`src/rtl/pwm_tmr_pkg.sv`:
```
package pwm_tmr_pkg;

  typedef enum logic [1:0] {
    MODE_IDLE   = 2'd0,
    MODE_PERIOD = 2'd1,
    MODE_DUTY   = 2'd2
  } chan_mode_e;

  typedef enum logic [1:0] {
    FLD_MODE   = 2'd0,
    FLD_VALUE  = 2'd1,
    FLD_OUTCFG = 2'd2
  } wr_fld_e;

  localparam int OUTCFG_DFLT_BIT = 0;
  localparam int OUTCFG_INV_BIT  = 1;
  localparam int OUTCFG_OE_BIT   = 2;

  // Index of the period channel that drives duty channel idx (idx >= 1).
  function automatic int master_of(input int idx);
    return ((idx - 1) / 2) * 2;
  endfunction

  // Pin level from the internal active flag and the inversion setting.
  function automatic logic pin_level(input logic act, input logic inv);
    return act ^ inv;
  endfunction

  // Active flag right after a duty load.
  function automatic logic load_active(input logic nonzero_duty);
    return nonzero_duty;
  endfunction

endpackage

```
`src/rtl/pwm_tmr_regs.sv`:
```
module pwm_tmr_regs
  import pwm_tmr_pkg::*;
#(
  parameter int NCH = 8,
  parameter int W   = 16,
  localparam int CH_W = (NCH > 1) ? $clog2(NCH) : 1
) (
  input  logic             clk,
  input  logic             rst_n,
  input  logic             unit_en,
  input  logic             wr_en,
  input  logic [CH_W-1:0]  wr_ch,
  input  logic [1:0]       wr_fld,
  input  logic [W-1:0]     wr_data,
  output chan_mode_e       mode_q  [NCH],
  output logic [W-1:0]     value_q [NCH],
  output logic [NCH-1:0]   inv_q,
  output logic [NCH-1:0]   oe_q,
  output logic [NCH-1:0]   dflt_ld
);

  for (genvar i = 0; i < NCH; i++) begin : g_reg
    logic hit;
    assign hit        = unit_en && wr_en && (wr_ch == CH_W'(i));
    assign dflt_ld[i] = hit && (wr_fld_e'(wr_fld) == FLD_OUTCFG);

    always_ff @(posedge clk or negedge rst_n) begin
      if (!rst_n) begin
        mode_q[i]  <= MODE_IDLE;
        value_q[i] <= '0;
        inv_q[i]   <= 1'b0;
        oe_q[i]    <= 1'b0;
      end else if (hit) begin
        unique case (wr_fld_e'(wr_fld))
          FLD_MODE:   mode_q[i]  <= chan_mode_e'(wr_data[1:0]);
          FLD_VALUE:  value_q[i] <= wr_data;
          FLD_OUTCFG: begin
            inv_q[i] <= wr_data[OUTCFG_INV_BIT];
            oe_q[i]  <= wr_data[OUTCFG_OE_BIT];
          end
          default: ;
        endcase
      end
    end
  end

endmodule

```
`src/rtl/pwm_tmr_chan.sv`:
```
module pwm_tmr_chan
  import pwm_tmr_pkg::*;
#(
  parameter int W = 16
) (
  input  logic         clk,
  input  logic         rst_n,
  input  logic         unit_en,
  input  logic         tick,
  input  logic         start,
  input  logic         stop,
  input  chan_mode_e   mode,
  input  logic [W-1:0] value,
  input  logic         link_ev,
  output logic         mev_o,
  output logic         sfire_o,
  output logic         upd_o,
  output logic         act_nxt_o,
  output logic         run_o
);

  logic         run_q, live_q, act_q;
  logic [W-1:0] cnt_q;
  logic         is_p, is_d, go, halt, cnt_zero, sload, sdec;

  assign is_p     = (mode == MODE_PERIOD);
  assign is_d     = (mode == MODE_DUTY);
  assign go       = unit_en && start && (is_p || is_d);
  assign halt     = unit_en && stop;
  assign cnt_zero = (cnt_q == '0);

  // Period event: start edge, or a tick while the count sits at zero.
  assign mev_o   = unit_en && !halt && is_p && (go || (run_q && tick && cnt_zero));
  // Duty load on the linked period event; decrement on other ticks.
  assign sload   = unit_en && !halt && is_d && (go || run_q) && link_ev;
  assign sdec    = unit_en && !halt && is_d && run_q && live_q && !link_ev
                   && tick && !cnt_zero;
  assign sfire_o = sdec && (cnt_q == W'(1));
  assign upd_o   = sload || sdec;
  assign run_o   = run_q;

  always_comb begin
    act_nxt_o = act_q;
    if (sload)     act_nxt_o = load_active(value != '0);
    else if (sdec) act_nxt_o = (cnt_q != W'(1));
  end

  always_ff @(posedge clk or negedge rst_n) begin
    if (!rst_n) begin
      run_q  <= 1'b0;
      live_q <= 1'b0;
      act_q  <= 1'b0;
      cnt_q  <= '0;
    end else if (halt) begin
      run_q  <= 1'b0;
      live_q <= 1'b0;
    end else begin
      if (go) run_q <= 1'b1;
      act_q <= act_nxt_o;
      if (is_p) begin
        if (mev_o)                            cnt_q <= value;
        else if (unit_en && run_q && tick)    cnt_q <= cnt_q - W'(1);
      end else if (is_d) begin
        if (sload) begin
          cnt_q  <= value;
          live_q <= 1'b1;
        end else if (sdec) begin
          cnt_q <= cnt_q - W'(1);
        end else if (go) begin
          live_q <= 1'b0;
        end
      end
    end
  end

endmodule

```
`src/rtl/pwm_tmr_outs.sv`:
```
module pwm_tmr_outs
  import pwm_tmr_pkg::*;
#(
  parameter int NCH = 8
) (
  input  logic           clk,
  input  logic           rst_n,
  input  logic [NCH-1:0] upd,
  input  logic [NCH-1:0] act_nxt,
  input  logic [NCH-1:0] inv,
  input  logic [NCH-1:0] run,
  input  logic [NCH-1:0] dflt_ld,
  input  logic           dflt_val,
  input  logic [NCH-1:0] mev,
  input  logic [NCH-1:0] sfire,
  output logic [NCH-1:0] level_o,
  output logic [NCH-1:0] irq_o
);

  for (genvar i = 0; i < NCH; i++) begin : g_out
    always_ff @(posedge clk or negedge rst_n) begin
      if (!rst_n) begin
        level_o[i] <= 1'b0;
        irq_o[i]   <= 1'b0;
      end else begin
        irq_o[i] <= mev[i] || sfire[i];
        if (upd[i])                      level_o[i] <= pin_level(act_nxt[i], inv[i]);
        else if (dflt_ld[i] && !run[i])  level_o[i] <= dflt_val;
      end
    end
  end

endmodule

```
`src/rtl/pwm_timer_array.sv`:
```
module pwm_timer_array
  import pwm_tmr_pkg::*;
#(
  parameter int NCH = 8,
  parameter int W   = 16,
  localparam int CH_W = (NCH > 1) ? $clog2(NCH) : 1
) (
  input  logic            clk_i,
  input  logic            rst_ni,
  input  logic            unit_en_i,
  input  logic            tick_i,
  input  logic            wr_en_i,
  input  logic [CH_W-1:0] wr_ch_i,
  input  logic [1:0]      wr_fld_i,
  input  logic [W-1:0]    wr_data_i,
  input  logic [NCH-1:0]  start_i,
  input  logic [NCH-1:0]  stop_i,
  output logic [NCH-1:0]  irq_o,
  output logic [NCH-1:0]  level_o,
  output logic [NCH-1:0]  drive_o
);

  chan_mode_e     mode_q  [NCH];
  logic [W-1:0]   value_q [NCH];
  logic [NCH-1:0] inv_q, oe_q, dflt_ld;
  logic [NCH-1:0] master_ev, slave_fire, upd, act_nxt, run, link_ev, is_master;

  pwm_tmr_regs #(.NCH(NCH), .W(W)) regs_i (
    .clk     (clk_i),
    .rst_n   (rst_ni),
    .unit_en (unit_en_i),
    .wr_en   (wr_en_i),
    .wr_ch   (wr_ch_i),
    .wr_fld  (wr_fld_i),
    .wr_data (wr_data_i),
    .mode_q  (mode_q),
    .value_q (value_q),
    .inv_q   (inv_q),
    .oe_q    (oe_q),
    .dflt_ld (dflt_ld)
  );

  for (genvar i = 0; i < NCH; i++) begin : g_ch
    if (i == 0) begin : g_nolink
      assign link_ev[i] = 1'b0;
    end else begin : g_link
      assign link_ev[i] = master_ev[master_of(i)];
    end
    assign is_master[i] = (mode_q[i] == MODE_PERIOD);

    pwm_tmr_chan #(.W(W)) chan_i (
      .clk       (clk_i),
      .rst_n     (rst_ni),
      .unit_en   (unit_en_i),
      .tick      (tick_i),
      .start     (start_i[i]),
      .stop      (stop_i[i]),
      .mode      (mode_q[i]),
      .value     (value_q[i]),
      .link_ev   (link_ev[i]),
      .mev_o     (master_ev[i]),
      .sfire_o   (slave_fire[i]),
      .upd_o     (upd[i]),
      .act_nxt_o (act_nxt[i]),
      .run_o     (run[i])
    );
  end

  pwm_tmr_outs #(.NCH(NCH)) outs_i (
    .clk      (clk_i),
    .rst_n    (rst_ni),
    .upd      (upd),
    .act_nxt  (act_nxt),
    .inv      (inv_q),
    .run      (run),
    .dflt_ld  (dflt_ld),
    .dflt_val (wr_data_i[OUTCFG_DFLT_BIT]),
    .mev      (master_ev),
    .sfire    (slave_fire),
    .level_o  (level_o),
    .irq_o    (irq_o)
  );

  assign drive_o = oe_q;

endmodule

```
`config.mk`:
```
export PLATFORM = sky130hd
export DESIGN_NAME = pwm_timer_array
export DESIGN_NICKNAME = d
export VERILOG_FILES = /design/src/rtl/pwm_tmr_pkg.sv /design/src/rtl/pwm_tmr_regs.sv /design/src/rtl/pwm_tmr_chan.sv /design/src/rtl/pwm_tmr_outs.sv /design/src/rtl/pwm_timer_array.sv
export SDC_FILE = /design/constraint.sdc
export NUM_CORES = 1
export LEC_CHECK = 0
export ABC_AREA = 1
export BUFFER_PORTS_ARGS = -buffer_cell sky130_fd_sc_hd__clkbuf_2
export CAP_MARGIN = 20
export CORE_MARGIN = 2
export CORE_UTILIZATION = 44
export DETAILED_ROUTE_END_ITERATION = 12
export SLEW_MARGIN = 5
export SYNTH_ARGS = -nofsm -noshare
export SYNTH_HDL_FRONTEND = slang
export SYNTH_SLANG_ARGS = --single-unit
```
`constraint.sdc`:
```
create_clock -name clk_i -period 2.3 [get_ports clk_i]
set_input_delay 0.115 -clock clk_i [delete_from_list [all_inputs] [get_ports clk_i]]
set_output_delay 0.115 -clock clk_i [all_outputs]
set_load 0.02 [all_outputs]
```
==> results.ini <==
[logic_synthesis]
avgSynthCellArea_sq_um=7.24
yosysSeqAreaShare_pct=42.9
synth.distinct_cells=47
synth_fp_nets=2699
synth_area_sq_um=19000
ys_ff_latch=325
synth_ff_type=dfrtp_1
syn_inst=2619
async_flop_share_pct=100
yosys_warnings=0
synth-edff-count=0

[pwr]
ir_drop_v=0.000600
p_per_area_nw_per_um2=895
total_power_w=0.0202
leakage_nw=11.3

[floorplanning]
die_h_microns=212
core_sq_um=42800
die_x_microns=212
start_util_pct=44.3
num_rows=76
dieArea_sq_um=44800
num_io_pins=66

[timing]
fmax_ghz=0.442
period_share_pct=98.4
worstMarginPinSlew_ns=0.752
rsz0062_at_grt=yes
finalMaxSlewViolations=0
timing.final.crit_period_ns=2.26
setup_viol=0
clock_skew_ns=0.0307
max_slew_margin_pct=49.8
hold_viol=0
fin_ws_ns=0.0374

[worst_hold_path]
min_path_cells=5
holdPathEnd=g_ch[2].chan_i.run_o$_DFFE_PN0P_
hold_class=input port to flop
min_from=start_i[2]

[run_status]
status=complete, no violations

[finish]
syn2layout_area_growth_pct=19.0
multiInputGateArea_sq_um=9630
seq_area_sq_um=8130
fill_cells=4134
layout.nets=2889
drive_gt1_share_pct=14.1

[global_routing]
antenna_found_initial=5
grt_pass1_vias=16900
grtUsageMet1_pct=37.0
grtUsageTotal_pct=26.1
use_met2_pct=41.1
top_usage_layer=met2
grt_overflow_total=0
grt_max_degree=64
grt_pass1_wl_microns=91800
grt_use_met3_pct=4.06

[clock_network]
cts_tree=done
clk_pin_slew_ns=0.06
htreeDepth=2
insertion_delay_ns=0.58
cts-buffers-inserted=40
cts-root-buf=clkbuf_16
cts_sinks=325
clockBufferDepth=3

[critical_path]
reg2reg_from=regs_i.mode_q[6]$_DFFE_PN0P_
r2r_setup_slack_ns=0.12
crit_path_end_kind=flop
crit_type=input port to flop
critPathRequiredTime_ns=2.81
ff2ff_path_depth=14
worstReg2RegEnd=g_ch[4].chan_i.cnt_q[4]$_DFFE_PN0P_
critPathLaunchType=input port
startpoint=wr_ch_i[1]
worst_ep_arrival_time_ns=2.77
crit_fanout=3

[routing]
wl_per_cell_microns=17.0
drt_wl_total_microns=57600
antenna_left=0
dr.pass1.iters=6
avgViaCountPerCell=5.28
drt_iter0_drc=1466
drc=0
vias=17900

[place]
gp_congestion=0.907
pre_cts_slack_ns=-0.0555
io_buffers=65
place_hpwl_microns=40400

[run]
drv_cap=0

## power by group
group / internal [W] / switching [W]
sequential: 0.00664 / 0.000877
combinational: 0.00240 / 0.00349
clock: 0.00409 / 0.00271
## layout by cell type (no fill, tap or decap), drive strengths merged, types with 2 or more instances in the layout
cell type    instances
clkinvlp             8
inv                241
or2                 11
xor2                40
clkbuf             110
dlygate4sd3         20
o31ai                3
o21ai              310
nor4                11
buf                151
nand3b               8
nand4               52
a31oi                6
dfrtp              325
nor2               271
o211ai              29
o2111ai              2
nor3                30
a21boi               2
bufinv               7
nand3              160
o22ai                4
a21oi               63
diode                2
ha                  38
clkinv              11
xnor2               38
nand2              882
## through the flow
stage / TNS (ns) / utilization [%] / instance area (sq um) / std cells / hold WS, ns
after floorplan: 0 / - / 19000 / 2619 / -0.181
after global placement: -0.217 / 48.2 / 20600 / 3279 / 0.0716
after detailed placement: -0.126 / 48.2 / 20600 / 3279 / 0.0715
after CTS: -0.0425 / 52.0 / 22300 / 3370 / 0.000273
after global routing: -0.704 / 52.7 / 22600 / 3385 / 0.0510
final: 0 / 52.8 / 22600 / 3386 / 0.0121
## how the worst max path moves through the flow
stage,cells past startpoint,to,slack (ns)
2_1_floorplan,11,g_ch[6].chan_i.cnt_q[12]$_DFFE_PN0P_,0.16
3_3_place_gp,14,g_ch[4].chan_i.cnt_q[4]$_DFFE_PN0P_,-0.05
3_5_place_dp,14,g_ch[4].chan_i.cnt_q[4]$_DFFE_PN0P_,-0.06
4_1_cts,13,g_ch[5].chan_i.cnt_q[1]$_DFFE_PN0P_,-0.02
5_1_grt,15,g_ch[4].chan_i.cnt_q[2]$_DFFE_PN0P_,-0.07
6_report,8,regs_i.inv_q[7]$_DFFE_PN0P_,0.04
## layout make-up
cell class / count / share of cell area [%]
inverters: 241 / 4.10
multi-input cells: 1965 / 42.6
flip-flops and latches: 325 / 36.0
well taps: 546 / 3.03
repair buffers: 235 / 7.93
clock inverters: 25 / 1.60
clock buffers: 46 / 4.62
diodes: 2 / 0.0222
repair inverters: 1 / 0.0333
## state kept, by name, indices dropped and copies added (netlist names)
| name | flops |
|---|---|
| regs_i.oe_q | 8 |
| g_ch.chan_i.run_o | 8 |
| g_ch.chan_i.live_q | 7 |
| g_ch.chan_i.cnt_q | 128 |
| regs_i.mode_q | 16 |
| outs_i.level_o | 8 |
| regs_i.inv_q | 7 |
| regs_i.value_q | 128 |
| outs_i.irq_o | 8 |
| g_ch.chan_i.act_q | 7 |
## cells by family after synthesis
logic type | after synthesis | synth area share [%]
fa+ha+maj | 38 | 2.51
buf+inv | 329 | 7.29
flops | 325 | 42.9
compound gates | 422 | 11.8
simple gates | 1427 | 31.9
xor+xnor | 78 | 3.60
## repair_timing
item / CTS / global route
gates resized for setup: 4 / 65
pin swaps: 1 / 20
hold endpoints to repair: 336 / 0
hold buffers: 20 / 0
gates cloned: 0 / 1
buffers inserted: 0 / 13
setup endpoints to repair: 17 / 118
## Yosys cell counts (2+ instances only)
master | number | share of area [%]
a21oi_1 | 63 | 1.7
a31oi_1 | 6 | 0.20
buf_2 | 14 | 0.37
buf_4 | 8 | 0.32
buf_6 | 13 | 0.77
clkbuf_1 | 52 | 1.0
clkinv_1 | 3 | 0.059
dfrtp_1 | 325 | 43
ha_1 | 38 | 2.5
inv_1 | 225 | 4.5
inv_2 | 12 | 0.24
nand2_1 | 862 | 17
nand2_2 | 14 | 0.46
nand2_4 | 6 | 0.36
nand3_1 | 151 | 4.0
nand3_2 | 4 | 0.21
nand3_4 | 5 | 0.46
nand3b_1 | 8 | 0.32
nand4_1 | 52 | 1.7
nor2_1 | 261 | 5.2
nor2_2 | 7 | 0.23
nor2_4 | 3 | 0.18
nor3_1 | 27 | 0.71
nor3_4 | 2 | 0.17
nor4_1 | 11 | 0.36
o2111ai_1 | 2 | 0.092
o211ai_1 | 27 | 1.1
o211ai_2 | 2 | 0.13
o21ai_0 | 292 | 7.7
o21ai_1 | 16 | 0.42
o21ai_2 | 2 | 0.092
o22ai_1 | 4 | 0.13
o31ai_1 | 3 | 0.12
or2_2 | 10 | 0.33
xnor2_1 | 38 | 1.8
xor2_1 | 40 | 1.8
## critical path, cell delays in order
cell	delay, ns
dlygate4sd3_1	0.58
clkbuf_2	0.14
nand2_1	0.07
nor3_1	0.53
nand2_1	0.11
dlygate4sd3_1	0.58
o21ai_0	0.08
dlygate4sd3_1	0.56
## per-layer routing
metal  wire, microns  up-vias
li1                -     8840
met1           26700     8437
met2           26000      507
met3            3370       98
met4            1540        2
met5              19        -
Power figures use the tool's default switching activity.
